## config.mk

```make
export PLATFORM = sky130hd
export DESIGN_NAME = e1_alarm_det
export DESIGN_NICKNAME = d
export VERILOG_FILES = /design/src/rtl/e1_alarm_det.sv
export SDC_FILE = /design/constraint.sdc
export NUM_CORES = 1
export LEC_CHECK = 0
export BUFFER_PORTS_ARGS = -buffer_cell sky130_fd_sc_hd__buf_2
export CAP_MARGIN = 20
export CORE_ASPECT_RATIO = 1.25
export CORE_MARGIN = 5
export CORE_UTILIZATION = 39
export DETAILED_ROUTE_END_ITERATION = 6
export PLACE_DENSITY = 0.6
export SLEW_MARGIN = 20
export SYNTH_ARGS = -nofsm -noshare
export SYNTH_HDL_FRONTEND = slang
export SYNTH_SLANG_ARGS = --single-unit
```

## constraint.sdc

```tcl
create_clock -name clk -period 5.02 [get_ports clk]
set_clock_uncertainty 0.1 [all_clocks]
set_input_delay 0 -clock clk [delete_from_list [all_inputs] [get_ports clk]]
set_output_delay 0 -clock clk [all_outputs]
set_load 0.02 [all_outputs]
```

## src/rtl/e1_alarm_det.sv

```systemverilog
module e1_alarm_det #(
  parameter int RAI_RUN   = 4,
  parameter int AIS_WIN   = 512,
  parameter int AIS_ZMIN  = 3,
  parameter int CRC_LIMIT = 914
) (
  input  logic       clk,
  input  logic       rst_n,
  input  logic       bit_en,
  input  logic       rx_bit,
  input  logic       ts0,
  input  logic       nfas,
  input  logic [2:0] bit_pos,
  input  logic       oof,
  input  logic       crc_err,
  input  logic       sec_tick,
  input  logic       rai_filt,
  input  logic       ais_dual,
  input  logic       exc_rd,
  output logic       rai,
  output logic       ais,
  output logic       exc_crc
);
  localparam int RW = $clog2(RAI_RUN + 1);
  localparam int WW = $clog2(AIS_WIN);
  localparam int ZW = $clog2(AIS_ZMIN + 1);
  localparam int CW = $clog2(CRC_LIMIT + 2);
  localparam logic [RW-1:0] RUN_MAX = RW'(RAI_RUN);
  localparam logic [RW-1:0] RUN_PRE = RW'(RAI_RUN - 1);
  localparam logic [WW-1:0] WIN_LAST = WW'(AIS_WIN - 1);
  localparam logic [ZW-1:0] Z_MAX = ZW'(AIS_ZMIN);
  localparam logic [CW-1:0] C_MAX = CW'(CRC_LIMIT + 1);
  localparam logic [CW-1:0] C_LIM = CW'(CRC_LIMIT);

  // remote alarm
  logic          a_stb;
  logic [RW-1:0] run;

  assign a_stb = bit_en && ts0 && nfas && (bit_pos == 3'd2);

  always_ff @(posedge clk) begin
    if (!rst_n) begin
      run <= '0;
      rai <= 1'b0;
    end else if (a_stb) begin
      if (rx_bit) begin
        if (run != RUN_MAX) run <= run + 1'b1;
        if (!rai_filt || run >= RUN_PRE) rai <= 1'b1;
      end else begin
        run <= '0;
        rai <= 1'b0;
      end
    end
  end

  // alarm indication signal
  logic [WW-1:0] wcnt;
  logic [ZW-1:0] zcnt, zn;
  logic          win_end, few, c_set, c_clr, p_set, p_clr;

  assign win_end = bit_en && (wcnt == WIN_LAST);
  assign zn      = (rx_bit || zcnt == Z_MAX) ? zcnt : zcnt + 1'b1;
  assign few     = zn < Z_MAX;
  assign c_set   = few && oof;
  assign c_clr   = !few;

  always_ff @(posedge clk) begin
    if (!rst_n) begin
      wcnt  <= '0;
      zcnt  <= '0;
      p_set <= 1'b0;
      p_clr <= 1'b0;
      ais   <= 1'b0;
    end else if (bit_en) begin
      if (win_end) begin
        wcnt  <= '0;
        zcnt  <= '0;
        p_set <= c_set;
        p_clr <= c_clr;
        if (c_set && (!ais_dual || p_set))      ais <= 1'b1;
        else if (c_clr && (!ais_dual || p_clr)) ais <= 1'b0;
      end else begin
        wcnt <= wcnt + 1'b1;
        zcnt <= zn;
      end
    end
  end

  // excessive CRC errors
  logic [CW-1:0] ecnt, ecnt_n;
  logic          over;

  assign ecnt_n = (crc_err && ecnt != C_MAX) ? ecnt + 1'b1 : ecnt;
  assign over   = ecnt_n > C_LIM;

  always_ff @(posedge clk) begin
    if (!rst_n) begin
      ecnt    <= '0;
      exc_crc <= 1'b0;
    end else begin
      ecnt <= sec_tick ? '0 : ecnt_n;
      if (sec_tick && over) exc_crc <= 1'b1;
      else if (exc_rd)      exc_crc <= 1'b0;
    end
  end
endmodule


```

Word level (Yosys, flattened, before mapping)
Cells that the tools add are included.
- magnitude comparators: 3
- shifts and indexed selects: 0
- reduce and logical (&&, ||, !) cells: 23
- $add $sub $neg: 4
- $mul: 0
- mux-type cells: 12
- bitwise logic cells: 1
- div/mod/pow operators: 0
- equal/unequal tests: 7
- operators by type and width (operator ; count):
    $add A10 B1 Y10 const B ; 1
    $gt A10 B10 Y1 const B ; 1
    $mux W10 ; 1
    $ne A10 B10 Y1 const B ; 1
    $add A9 B1 Y9 const B ; 1
    $eq A9 B9 Y1 const B ; 1
    $logic_and A1 B1 Y1 ; 9
    $mux W9 ; 1
    $mux W1 ; 6
    $mux W3 ; 2
    $reduce_and A2 Y1 ; 3
    $logic_or A1 B1 Y1 ; 4
    $mux W2 ; 2
    $ne A2 B1 Y1 const B ; 2
    $reduce_bool A2 Y1 ; 2
    $add A3 B1 Y3 const B ; 1
    $eq A3 B2 Y1 const B ; 1
    $ge A3 B2 Y1 const B ; 1
    $logic_not A1 Y1 ; 3
    $ne A3 B3 Y1 const B ; 1
    $reduce_and A3 Y1 ; 1
    $add A2 B1 Y2 const B ; 1
    $eq A2 B2 Y1 const B ; 1
    $lt A2 B2 Y1 const B ; 1
    2 further kinds ; 2
- register bits: 29
- memory bits (read-only): 0
- memory bits (writable): 0
- input port bits: 15
- word-level logic and storage cells: 59
- memories kept: 0
- latch bits: 0

Logic depth before layout (Yosys ltp)
- depth after elaboration: 8
- gate-level depth with buffers: 9

Worst setup path after synthesis
Ideal clock, no wire load.
- path kind: register -> register
- start: register ecnt[1]
- end: register exc_crc
- arrival time: 1580 ps
- period minus slack after synthesis: 1800 ps
- cell stages (with the launch flop): 7
- slack: 3220 ps
- data required time: 4800 ps
- cell sequence: dfxtp_1 > ha_1 > nand4bb_1 > o41ai_2 > or4_1 > a21oi_1 > o21ai_1
- longest elaborated chain between the ends: 6
- ends and longest elaborated chain (element ; line ; RTL):
    from (decl) ; 90 ; logic [CW-1:0] ecnt, ecnt_n;
    from (signal assigned) ; 101 ; ecnt <= sec_tick ? '0 : ecnt_n;
    branches (longest 2 deep; another with $add A10 B1 Y10) ; -- ;
    $mux W10 (*) ; 93 ; assign ecnt_n = (crc_err && ecnt != C_MAX) ? ecnt + 1'b1 : ecnt;
    $gt A10 B10 Y1 (*) ; 94 ; assign over = ecnt_n > C_LIM;
    $logic_and A1 B1 Y1 (*) ; 102 ; if (sec_tick && over) exc_crc <= 1'b1;
    $mux W1 or $reduce_bool A2 Y1 (tied branches) ; -- ;
    to (signal assigned) ; 99 ; exc_crc <= 1'b0;
    to (signal assigned) ; 102 ;
    to (signal assigned) ; 103 ; else if (exc_rd) exc_crc <= 1'b0;
    to (decl) ; 22 ; output logic exc_crc
Every way passes the cells marked *.
A chain may end at the register's enable or synchronous reset.

Final worst setup path
- start: register zcnt[0]
- end: register p_set
- longest elaborated chain between the ends: 5
- ends and longest elaborated chain (element ; line ; RTL):
    from (decl) ; 58 ; logic [ZW-1:0] zcnt, zn;
    from (signal assigned) ; 84 ; zcnt <= zn;
    branches (longest 2 deep; another with $add A2 B1 Y2) ; -- ;
    $mux W2 (*) ; 62 ; assign zn = (rx_bit || zcnt == Z_MAX) ? zcnt : zcnt + 1'b1;
    $lt A2 B2 Y1 (*) ; 63 ; assign few = zn < Z_MAX;
    $logic_and A1 B1 Y1 (*) ; 64 ; assign c_set = few && oof;
    to (signal assigned) ; 78 ; p_set <= c_set;
    to (decl) ; 59 ; logic win_end, few, c_set, c_clr, p_set, p_clr;
Marks and branches as above.

==> impl_metrics.json <==
{
  "path_class": "flip-flop to flip-flop",
  "layout.cell_area.non_filler_um2": 1840,
  "ys_ff_latch": 29,
  "slew_headroom": 0.688,
  "async_reset_ff_frac": 0,
  "cts_tree": "done",
  "grt_max_degree": 16,
  "max_freq_mhz": 381,
  "hp-class": "input port to flip-flop",
  "viasPerCell": 5.16,
  "area_delta_synth_final_pct": 19.2,
  "layout-drive-gt1-share": 0.159,
  "syn-cell-area_um2": 1550,
  "syn_area_per_cell_um2": 8.58,
  "die_x_um": 66.3,
  "synth_edf_count": 0,
  "startpoint_type": "flip-flop",
  "clock_path_buffers": 2,
  "pin_count": 18,
  "yosysUniqueCellTypes": 46,
  "dieArea_um2": 5330,
  "cts_root_buf": "clkbuf_8",
  "dpl.hpwl_um": 2280,
  "grt_pass1_wl_um": 5490,
  "core-area_um2": 3820,
  "vdd_drop_max_v": 0.000103,
  "n_antenna_cell": 0,
  "antenna_found_initial": 0,
  "dpl_worst_slack_ps": 2970,
  "gp_congestion": 0.868,
  "setup_violations": 0,
  "ys_warn_count": 0,
  "die_h_um": 80.4,
  "status": "finished, final reports clean",
  "cp_max_fo": 5,
  "cts_made_buffers": 5,
  "maxSlewViolCount": 0,
  "maxCapViolCount": 0,
  "port_buffers": 17,
  "syn-instance-count": 180,
  "drc_errors": 0,
  "first_pass_iters": 4,
  "fin_nets": 229,
  "drt_iter0_markers": 77,
  "setup_slack_ps": 2400,
  "ant_nets": 0,
  "rsz0062_at_grt": "no",
  "num_rows": 25,
  "hold_viol": 0,
  "wire_per_inst_um": 12.1,
  "cts.sinks": 29,
  "syn_nets": 202,
  "required_ps": 5100,
  "finalCritPeriodShare": 0.523,
  "grt_use_total": 0.136,
  "clk_latency_ps": 290,
  "hold_buffers": 9,
  "dominantRegCellSynth": "dfxtp_1",
  "vias": 1351,
  "post_cts_buffers": 0,
  "worst_ep_arrival_time_ps": 2700,
  "powerDensity_nw_per_um2": 248,
  "cts_resized": 0,
  "end_kind": "flip-flop",
  "period_needed_ps": 2620,
  "start_util": 0.405,
  "grt_overflow_total": 0,
  "grt_pass1_vias": 1299,
  "finalWirelength_um": 3180,
  "tns_ps": 0,
  "worst_slew_pin_slew_ps": 464,
  "clk_pin_slew_ps": 70,
  "synth_seq_area_share": 0.376,
  "p_leak_nw": 0.690,
  "cts_htree_levels": 2,
  "place_area_um2": 1670,
  "whs_ps": 18.0
}
==> synthesized netlist by cell type (5+ instances only) <==
| master | instances | area [um2] |
|---|---|---|
| a21oi_1 | 12 | 60.1 |
| o21ai_0 | 7 | 35.0 |
| xnor2_1 | 5 | 43.8 |
| dfxtp_1 | 29 | 581 |
| ha_1 | 7 | 87.6 |
| inv_1 | 5 | 18.8 |
| nor2_1 | 20 | 75.1 |
| xor2_1 | 9 | 78.8 |
| nand4_1 | 8 | 50.1 |
| nor2b_1 | 9 | 56.3 |
| nand2_1 | 15 | 56.3 |
==> cell usage in the layout (no fill, tap or decap), drive strengths merged, types with 7 or more instances in the layout <==
cell type	Yosys	final
a21oi	12	12
buf	4	17
dfxtp	29	29
dlygate4sd3	0	9
ha	7	7
nand2	15	15
nand4	8	8
nor2	20	20
nor2b	9	9
o21ai	9	9
xor2	9	9
==> critical path, cell delays in order (launching register included) <==
cell           delay, ps
dfxtp_1              350
ha_1                 200
nor2_1               230
nand2_1              110
o22a_1               240
nand4_1              110
dlygate4sd3_1        550
a21boi_0              70
dlygate4sd3_1        550
==> cell type report <==
class                           instances  area (um2)
Timing Repair Buffer                   26         175
Clock buffer                            5        68.8
Inverter                                5        18.8
Fill cell                             407        1970
Tap cell                               54        67.6
Multi-Input combinational cell        140         913
Sequential cell                        29         581
Clock inverter                          3        17.5
==> where the power goes <==
part / switching [mW] / internal (mW) / leakage (nW)
Clock: 0.0943 / 0.0954 / 0.0439
Sequential: 0.00357 / 0.233 / 0.234
Combinational: 0.0149 / 0.0147 / 0.412
==> kinds of logic after synthesis <==
kind of cell             after synthesis  share of synthesized area
AND/OR/NAND/NOR                       78                      0.274
adder cells (fa/ha/maj)                7                     0.0567
buffers and inverters                 11                     0.0332
flip-flops                            29                      0.376
multiplexers                           2                     0.0130
AO/OA/AOI/OAI                         39                      0.168
XOR/XNOR                              14                     0.0794
==> routing by layer <==
layer  routed length, um  share of wire  GRT usage
met1                1380           0.43      0.142
met2                1540           0.49      0.230
met3                 165          0.052     0.0434
met4                  92          0.029     0.0833
met5                   0              0          0
==> metrics by stage <==
step	util	instances	total power, mW
final	0.483	262	0.456
after global routing	0.483	262	0.480
after CTS	0.483	262	0.464
after detailed placement	0.436	245	0.269
after global placement	0.436	245	0.268
after floorplan	-	180	0.259
==> flip-flops by register name (all words and copies together), names as in the netlist <==
| name | flops |
|---|---|
| ecnt | 10 |
| wcnt | 9 |
| run | 3 |
| zcnt | 2 |
| ais | 1 |
| exc_crc | 1 |
| p_clr | 1 |
| p_set | 1 |
| rai | 1 |
==> worst paths after layout <==
path,startpoint,endpoint,slack [ps],cells past startpoint
worst min-delay path,crc_err,ecnt[0],20,4
worst min register to register,wcnt[7],wcnt[7],400,2
worst max-delay path,zcnt[0],p_set,2400,8
worst max register to register,zcnt[0],p_set,2400,8
(Power assumes the default switching activity.)
